<file path="src/rtl/irq_route_regs.sv">
module irq_route_regs #(
  parameter int          ENTRIES  = 24,
  parameter int          ADDR_W   = 5,
  parameter logic [7:0]  VERSION  = 8'h11,
  parameter logic [7:0]  RESET_ID = 8'h05
) (
  input  logic                    clk,
  input  logic                    rst_n,
  input  logic                    bus_valid,
  input  logic                    bus_write,
  input  logic [ADDR_W-1:0]       bus_addr,
  input  logic [31:0]             bus_wdata,
  output logic [31:0]             bus_rdata,
  output logic                    bus_err,
  output logic [7:0]              ctrl_id,
  output logic [7:0]              arb_id,
  output logic [64*ENTRIES-1:0]   entries
);
  localparam int          EW       = (ENTRIES > 1) ? $clog2(ENTRIES) : 1;
  localparam int          TAB_LO   = 16;
  localparam int          TAB_HI   = TAB_LO + 2*ENTRIES;
  localparam logic [31:0] LO_KEEP  = 32'h0001_AFFF;
  localparam logic [31:0] HI_KEEP  = 32'hFF00_0000;
  localparam logic [31:0] LO_RST   = 32'h0001_0000;
  localparam logic [7:0]  MAX_IDX  = 8'(ENTRIES - 1);

  logic [31:0] sel_q;
  logic [7:0]  id_q, arb_q;
  logic [31:0] lo_q [ENTRIES];
  logic [31:0] hi_q [ENTRIES];

  logic [7:0]    idx;
  logic [7:0]    rel;
  logic [EW-1:0] ent;
  logic          in_tab;
  logic          at_sel, at_dat, sel_wr, dat_wr, tab_wr;
  logic [31:0]   reg_rd;

  assign idx    = sel_q[7:0];
  assign rel    = idx - 8'(TAB_LO);
  assign ent    = rel[EW:1];
  assign in_tab = (int'(idx) >= TAB_LO) && (int'(idx) < TAB_HI);

  assign at_sel = bus_addr == ADDR_W'(0);
  assign at_dat = bus_addr == ADDR_W'(16);
  assign sel_wr = bus_valid && bus_write && at_sel;
  assign dat_wr = bus_valid && bus_write && at_dat;
  assign tab_wr = dat_wr && in_tab;

  always_comb begin
    reg_rd = '0;
    case (idx)
      8'h00:   reg_rd = {id_q, 24'h0};
      8'h01:   reg_rd = {8'h00, MAX_IDX, 8'h00, VERSION};
      8'h02:   reg_rd = {arb_q, 24'h0};
      default: if (in_tab) reg_rd = idx[0] ? hi_q[ent] : lo_q[ent];
    endcase
  end

  assign bus_err   = bus_valid && !at_sel && !at_dat;
  assign bus_rdata = (!bus_valid || bus_write) ? 32'h0 :
                     at_sel ? sel_q :
                     at_dat ? reg_rd : 32'h0;

  always_ff @(posedge clk) begin
    if (!rst_n) begin
      sel_q <= '0;
      id_q  <= RESET_ID;
      arb_q <= RESET_ID;
    end else begin
      if (sel_wr)                 sel_q <= bus_wdata;
      if (dat_wr && idx == 8'h00) id_q  <= bus_wdata[31:24];
      if (dat_wr && idx == 8'h02) arb_q <= bus_wdata[31:24];
    end
  end

  for (genvar i = 0; i < ENTRIES; i++) begin : g_ent
    always_ff @(posedge clk) begin
      if (!rst_n) begin
        lo_q[i] <= LO_RST;
        hi_q[i] <= '0;
      end else if (tab_wr && ent == EW'(i)) begin
        if (idx[0]) hi_q[i] <= bus_wdata & HI_KEEP;
        else        lo_q[i] <= bus_wdata & LO_KEEP;
      end
    end
    assign entries[64*i +: 64] = {hi_q[i], lo_q[i]};
  end

  assign ctrl_id = id_q;
  assign arb_id  = arb_q;
endmodule

</file>
<file path="config.mk">
export PLATFORM = sky130hd
export DESIGN_NAME = irq_route_regs
export DESIGN_NICKNAME = d
export VERILOG_FILES = /design/src/rtl/irq_route_regs.sv
export SDC_FILE = /design/constraint.sdc
export NUM_CORES = 1
export LEC_CHECK = 0
export ABC_AREA = 1
export BUFFER_PORTS_ARGS = -buffer_cell sky130_fd_sc_hd__buf_2
export CORE_AREA = 2 2 627 629
export CTS_CLUSTER_SIZE = 30
export DETAILED_ROUTE_END_ITERATION = 8
export DIE_AREA = 0 0 629 631
export PLACE_DENSITY = 0.32
export SETUP_SLACK_MARGIN = 0.4
export SYNTH_ARGS = -nofsm -noshare
export SYNTH_HDL_FRONTEND = slang
export SYNTH_SLANG_ARGS = --single-unit
export TNS_END_PERCENT = 5
</file>
<file path="constraint.sdc">
create_clock -name clk -period 4.58 [get_ports clk]
set_input_delay 1.145 -clock clk [delete_from_list [all_inputs] [get_ports clk]]
set_output_delay 1.145 -clock clk [all_outputs]
set_load 0.1 [all_outputs]
</file>
; ---- Word-level counts from Yosys, hierarchy flattened
; Memories as Yosys holds them, arrays and structs flattened.
; Index checks and enable logic that the tools add are counted.
[word_totals]
memories = 2
input_bits = 41
reg_bits = 48
mem_bits_rw = 552
[memory_table]
columns = name, words, width, read_ports, rd_ports_with_merged_regs, write_ports, line_no
row1 = lo_q, 24, 15, 25, 0, 24, 29  ; logic [31:0] lo_q [ENTRIES];
row2 = hi_q, 24, 8, 25, 0, 24, 30  ; logic [31:0] hi_q [ENTRIES];
[classes]
n_eq_ne = 26
reduce_logical = 40
bitwise_logic = 48
mux = 201
n_lt_le_gt_ge = 2
add_sub_neg = 1
[ops]
columns = op, count
row1 = two-way mux 15 bit, 24
row2 = two-way mux 8 bit, 24
row3 = two-way mux 32 bit, 5
row4 = two-way mux 1 bit, 147
row5 = one-hot mux 32 bit (3 select lines), 1
row6 = bitwise OR 1 bit, 48
row7 = "== test 5 bit, second input constant", 9
row8 = "== test 5 x 4 -> 1 bit, second input constant", 8
row9 = logical AND 1 bit, 33
row10 = "== test 5 x 3 -> 1 bit, second input constant", 4
row11 = "== test 5 x 2 -> 1 bit, second input constant", 2
row12 = logical NOT 5 bit, 2
row13 = "== test 8 x 1 -> 1 bit, second input constant", 1
row14 = "== test 8 x 2 -> 1 bit, second input constant", 1
row15 = "greater-or-equal comparator 8 x 5 -> 1 bit, second input constant", 1
row16 = logical NOT 8 bit, 1
row17 = "< comparator 8 x 7 -> 1 bit, second input constant", 1
row18 = "subtractor 6 x 5 -> 6 bit, second input constant", 1
row19 = "== test 5 x 1 -> 1 bit, second input constant", 1
row20 = logical NOT 1 bit, 3
row21 = logical OR 1 bit, 1

; ---- Depth between registers and ports, before layout
[depth]
ltp_word = 8
ltp_mapped = 16

; ---- Least setup slack after synthesis
; OpenSTA, ideal clock, no wires.
[synth_path]
path_type = input to output
from = input port bus_addr[1]
to = output port bus_rdata[29]
path_stages = 6
t_arrival_ns = 3.537
slack_ns = -0.102
path_buffers = 1
t_required_ns = 3.435
cell_sequence = nor2_1 -> nand2_1 -> nor2_1 -> clkbuf_1 -> nand2_1 -> a21oi_1
[synth_via]
elab_chain_cells = 4
elab_cells_between_ends = 5
classes_between = eq/ne: 1 / mux: 3 / reduce/logical: 1
[synth_rtl]
columns = item, line_no
row1 = "start, declared", 11  ; input logic [ADDR_W-1:0] bus_addr,
row2 = == test 5 bit, 45  ; assign at_dat = bus_addr == ADDR_W'(16);
row3 = two-way mux 32 bit, 63  ; at_dat ? reg_rd : 32'h0;
row4 = two-way mux 32 bit (*), 62  ; at_sel ? sel_q :
row5 = two-way mux 32 bit (*), 61  ; assign bus_rdata = (!bus_valid || bus_write) ? 32'h0 :
row6 = "end, declared", 13  ; output logic [31:0] bus_rdata,
; Mark *: on every way between the ends. The rest lies on a longest branch, timed or not.

; ---- Final worst setup path
[layout_path]
from = register sel_q[2]
to = output port bus_rdata[15]
[layout_via]
elab_chain_cells = 8
elab_cells_between_ends = 14
classes_between = add/sub: 1 / order compare: 2 / eq/ne: 2 / mux: 6 / reduce/logical: 2 / memory: 1
[layout_rtl]
columns = item, line_no
row1 = "start, declared", 27  ; logic [31:0] sel_q;
row2 = "start signal, assigned", 71  ; if (sel_wr) sel_q <= bus_wdata;
row3 = subtractor 6 x 5 -> 6 bit, 40  ; assign rel = idx - 8'(TAB_LO);
row4 = memory (24 x 15 bit), -
row5 = two-way mux 32 bit (2 in series), 56  ; default: if (in_tab) reg_rd = idx[0] ? hi_q[ent] : lo_q[ent];
row6 = one-hot mux 32 bit (3 select lines) (*), 52  ; case (idx)
row7 = two-way mux 32 bit (*), 63
row8 = two-way mux 32 bit (*), 62
row9 = two-way mux 32 bit (*), 61
; Marked as above.

==> reports/qor.txt <==
worst setup margin -> 0.170 ns
Hold Slack -> 0.508 ns
Via Count -> 28200
Tot GR Track Use -> 0.109
Clock Tree Buf Depth -> 3
Final Power -> 18.2 mW
Setup TNS -> 0 ns
post-synthesis cell count -> 3947
Final min period -> 4.41 ns
Area Overhead vs Synth -> 34.8%
VDD IR max -> 0.244 mV
Hold Vio Cnt, Final -> 0
Mean Syn Cell Area -> 8.84 um2
relative slew slack -> 0.311
DR DRC count -> 0
initial antenna violation count -> 12
CTS Hold Bufs -> 0
Via-to-Cell Ratio -> 2.81
first-pass GRT wire length -> 286 mm
P_leak -> 19.9 nW
clock latency at the later pin of the worst-skew pair -> 0.70 ns
Yosys cell types -> 37
vias in the first global route -> 27000
Crit Path Class -> flop to output pin
Die Span Y -> 631 um
Post-synth top cells -> 986 x buf_4, 976 x nand2_1, 671 x nor2_1, 552 x edfxtp_1, 141 x clkbuf_1
initial DRC count -> 2092
synthesis-stage register bit count -> 600
clk sinks -> 600
routability cong. -> 0.822
HP Class -> flop to flop
Least-Margin Pin Slew -> 1.03 ns
IO Pins -> 1626
fmax -> 227 MHz
Setup Viol. Count Final -> 0
CP Capture Type -> output pin
Initial Util -> 0.0893
share of cells above drive strength 1 -> 0.256
Yosys top cell by area -> edfxtp_1
clock root buffer -> clkbuf_16
Clk pin slew, worst setup/hold paths -> 0.09 ns
# rows -> 230
Syn Std Cell Area -> 34900 um2
H-Tree Level Count -> 3
worst slack at placement -> -0.133 ns
count leader, synth -> buf_4
DP Wirelength -> 183 mm
GRT overflow -> 0
area share of the largest cell type after synthesis -> 0.475
max-slew violations -> 0
Antenna Nets Post-Route -> 0
RSZ-0062 raised after global routing -> true
EDFF count, synth -> 552
critical path startpoint category -> flop
Core ar. -> 391000 um2
ys async rst share -> 0
clock skew -> 0.0725 ns
Max Cap Viol -> 0
CTS tree -> yes
TritonRoute pass-1 iters -> 5
Area contributors post-synth -> edfxtp_1 47%, buf_4 21%, nand2_1 10%
Finished Cell Area -> 47100 um2
largest net degree at the start of global routing -> 56
PwrDens -> 388 nW/um2
Avg WL per Cell -> 22.8 um
Main synth FF type -> edfxtp_1
crit path DAT -> 3.27 ns
crit path max fanout -> 6
worst endpoint required time -> 3.43 ns
width of the die -> 629 um
period utilisation layout -> 0.963
sequential share of the synthesized area -> 0.502
CTS Buf Count -> 76
IO buf count -> 641
die area -> 397000 um2
# nets final -> 4782
status -> finished clean
final WL -> 229 mm
Synth Warn # -> 0
placed cell area -> 43200 um2
-- cell families after synthesis --
kind of cell,synth area share
other,0.000107
AND/OR/NAND/NOR,0.218
flip-flops,0.502
adder cells (fa/ha/maj),0.000717
buffers and inverters,0.243
AO/OA/AOI/OAI,0.0358
-- area by class of cell --
| type | instances | area (um2) |
|---|---|---|
| Sequential cell | 600 | 17500 |
| Antenna cell | 4 | 10.0 |
| Timing Repair Buffer | 925 | 7050 |
| Multi-Input combinational cell | 3066 | 13200 |
| Clock buffer | 92 | 1980 |
| Clock inverter | 45 | 429 |
| Tap cell | 5220 | 6530 |
| Inverter | 70 | 284 |
| Fill cell | 45100 | 344000 |
-- metrics by stage --
step | util | instances
after floorplan | - | 4930
after global placement | 0.111 | 9838
after detailed placement | 0.111 | 9838
after CTS | 0.119 | 10000
after global routing | 0.120 | 10000
final | 0.120 | 10000
-- state kept, by name, indices dropped and copies added (netlist names) --
signal	flops
ctrl_id	8
arb_id	8
lo_q	360
sel_q	32
hi_q	192
-- power by group --
part           internal [mW]  switching, mW
combinational          0.293           5.50
sequential              6.13          0.154
clock                   3.40           2.77
-- final timing paths --
kind,start,end,slack [ns],cells past startpoint
setup / recovery,sel_q[2]$_SDFFE_PN0P_,bus_rdata[15],0.17,17
hold reg to reg,arb_id[2]$_SDFFE_PN1P_,arb_id[2]$_SDFFE_PN1P_,0.51,2
hold / removal,arb_id[2]$_SDFFE_PN1P_,arb_id[2]$_SDFFE_PN1P_,0.51,2
setup reg to reg,sel_q[2]$_SDFFE_PN0P_,hi_q[1][0]$_SDFFCE_PN0P_,1.32,14
-- critical path, stage by stage (launching register included) --
cell and delay [ns]:
dfxtp_4 0.39, buf_12 0.15, nor2_4 0.05, buf_12 0.14
buf_12 0.13, buf_16 0.14, buf_4 0.15, nand2_2 0.08
nand3_4 0.13, o21ai_4 0.25, buf_6 0.13, nand2_2 0.06
buf_12 0.13, nand2_1 0.07, nor2_2 0.05, nor2_4 0.22
nor2_4 0.06, buf_12 0.20
-- what timing repair did --
item	CTS	global route
setup endpoints to repair	26	26
endpoints found under the hold margin	0	0
gates resized for setup	136	74
cloned	5	2
pin swaps	28	48
setup buffers	21	15
-- routing by layer --
| layer | GRT usage | wire length, um | vias up |
|---|---|---|---|
| li1 | - | - | 12400 |
| met1 | 0.108 | 77800 | 14200 |
| met2 | 0.210 | 122000 | 1327 |
| met3 | 0.0321 | 17200 | 242 |
| met4 | 0.0449 | 11200 | 0 |
| met5 | 0 | 0 | - |
-- cells in the final DEF, fill, tap and decap left out, drive strengths merged, types with 4 or more instances in the layout --
master,count
a21oi,78
a22oi,59
a31oi,7
buf,919
bufbuf,4
bufinv,5
clkbuf,94
clkinv,39
conb,984
dfxtp,48
diode,4
edfxtp,552
inv,69
nand2,978
nand3,107
nand4,71
nor2,678
nor3,8
nor4,4
o211ai,4
o21ai,62
or2,17
Note: power is estimated with default switching activity, not from simulation.
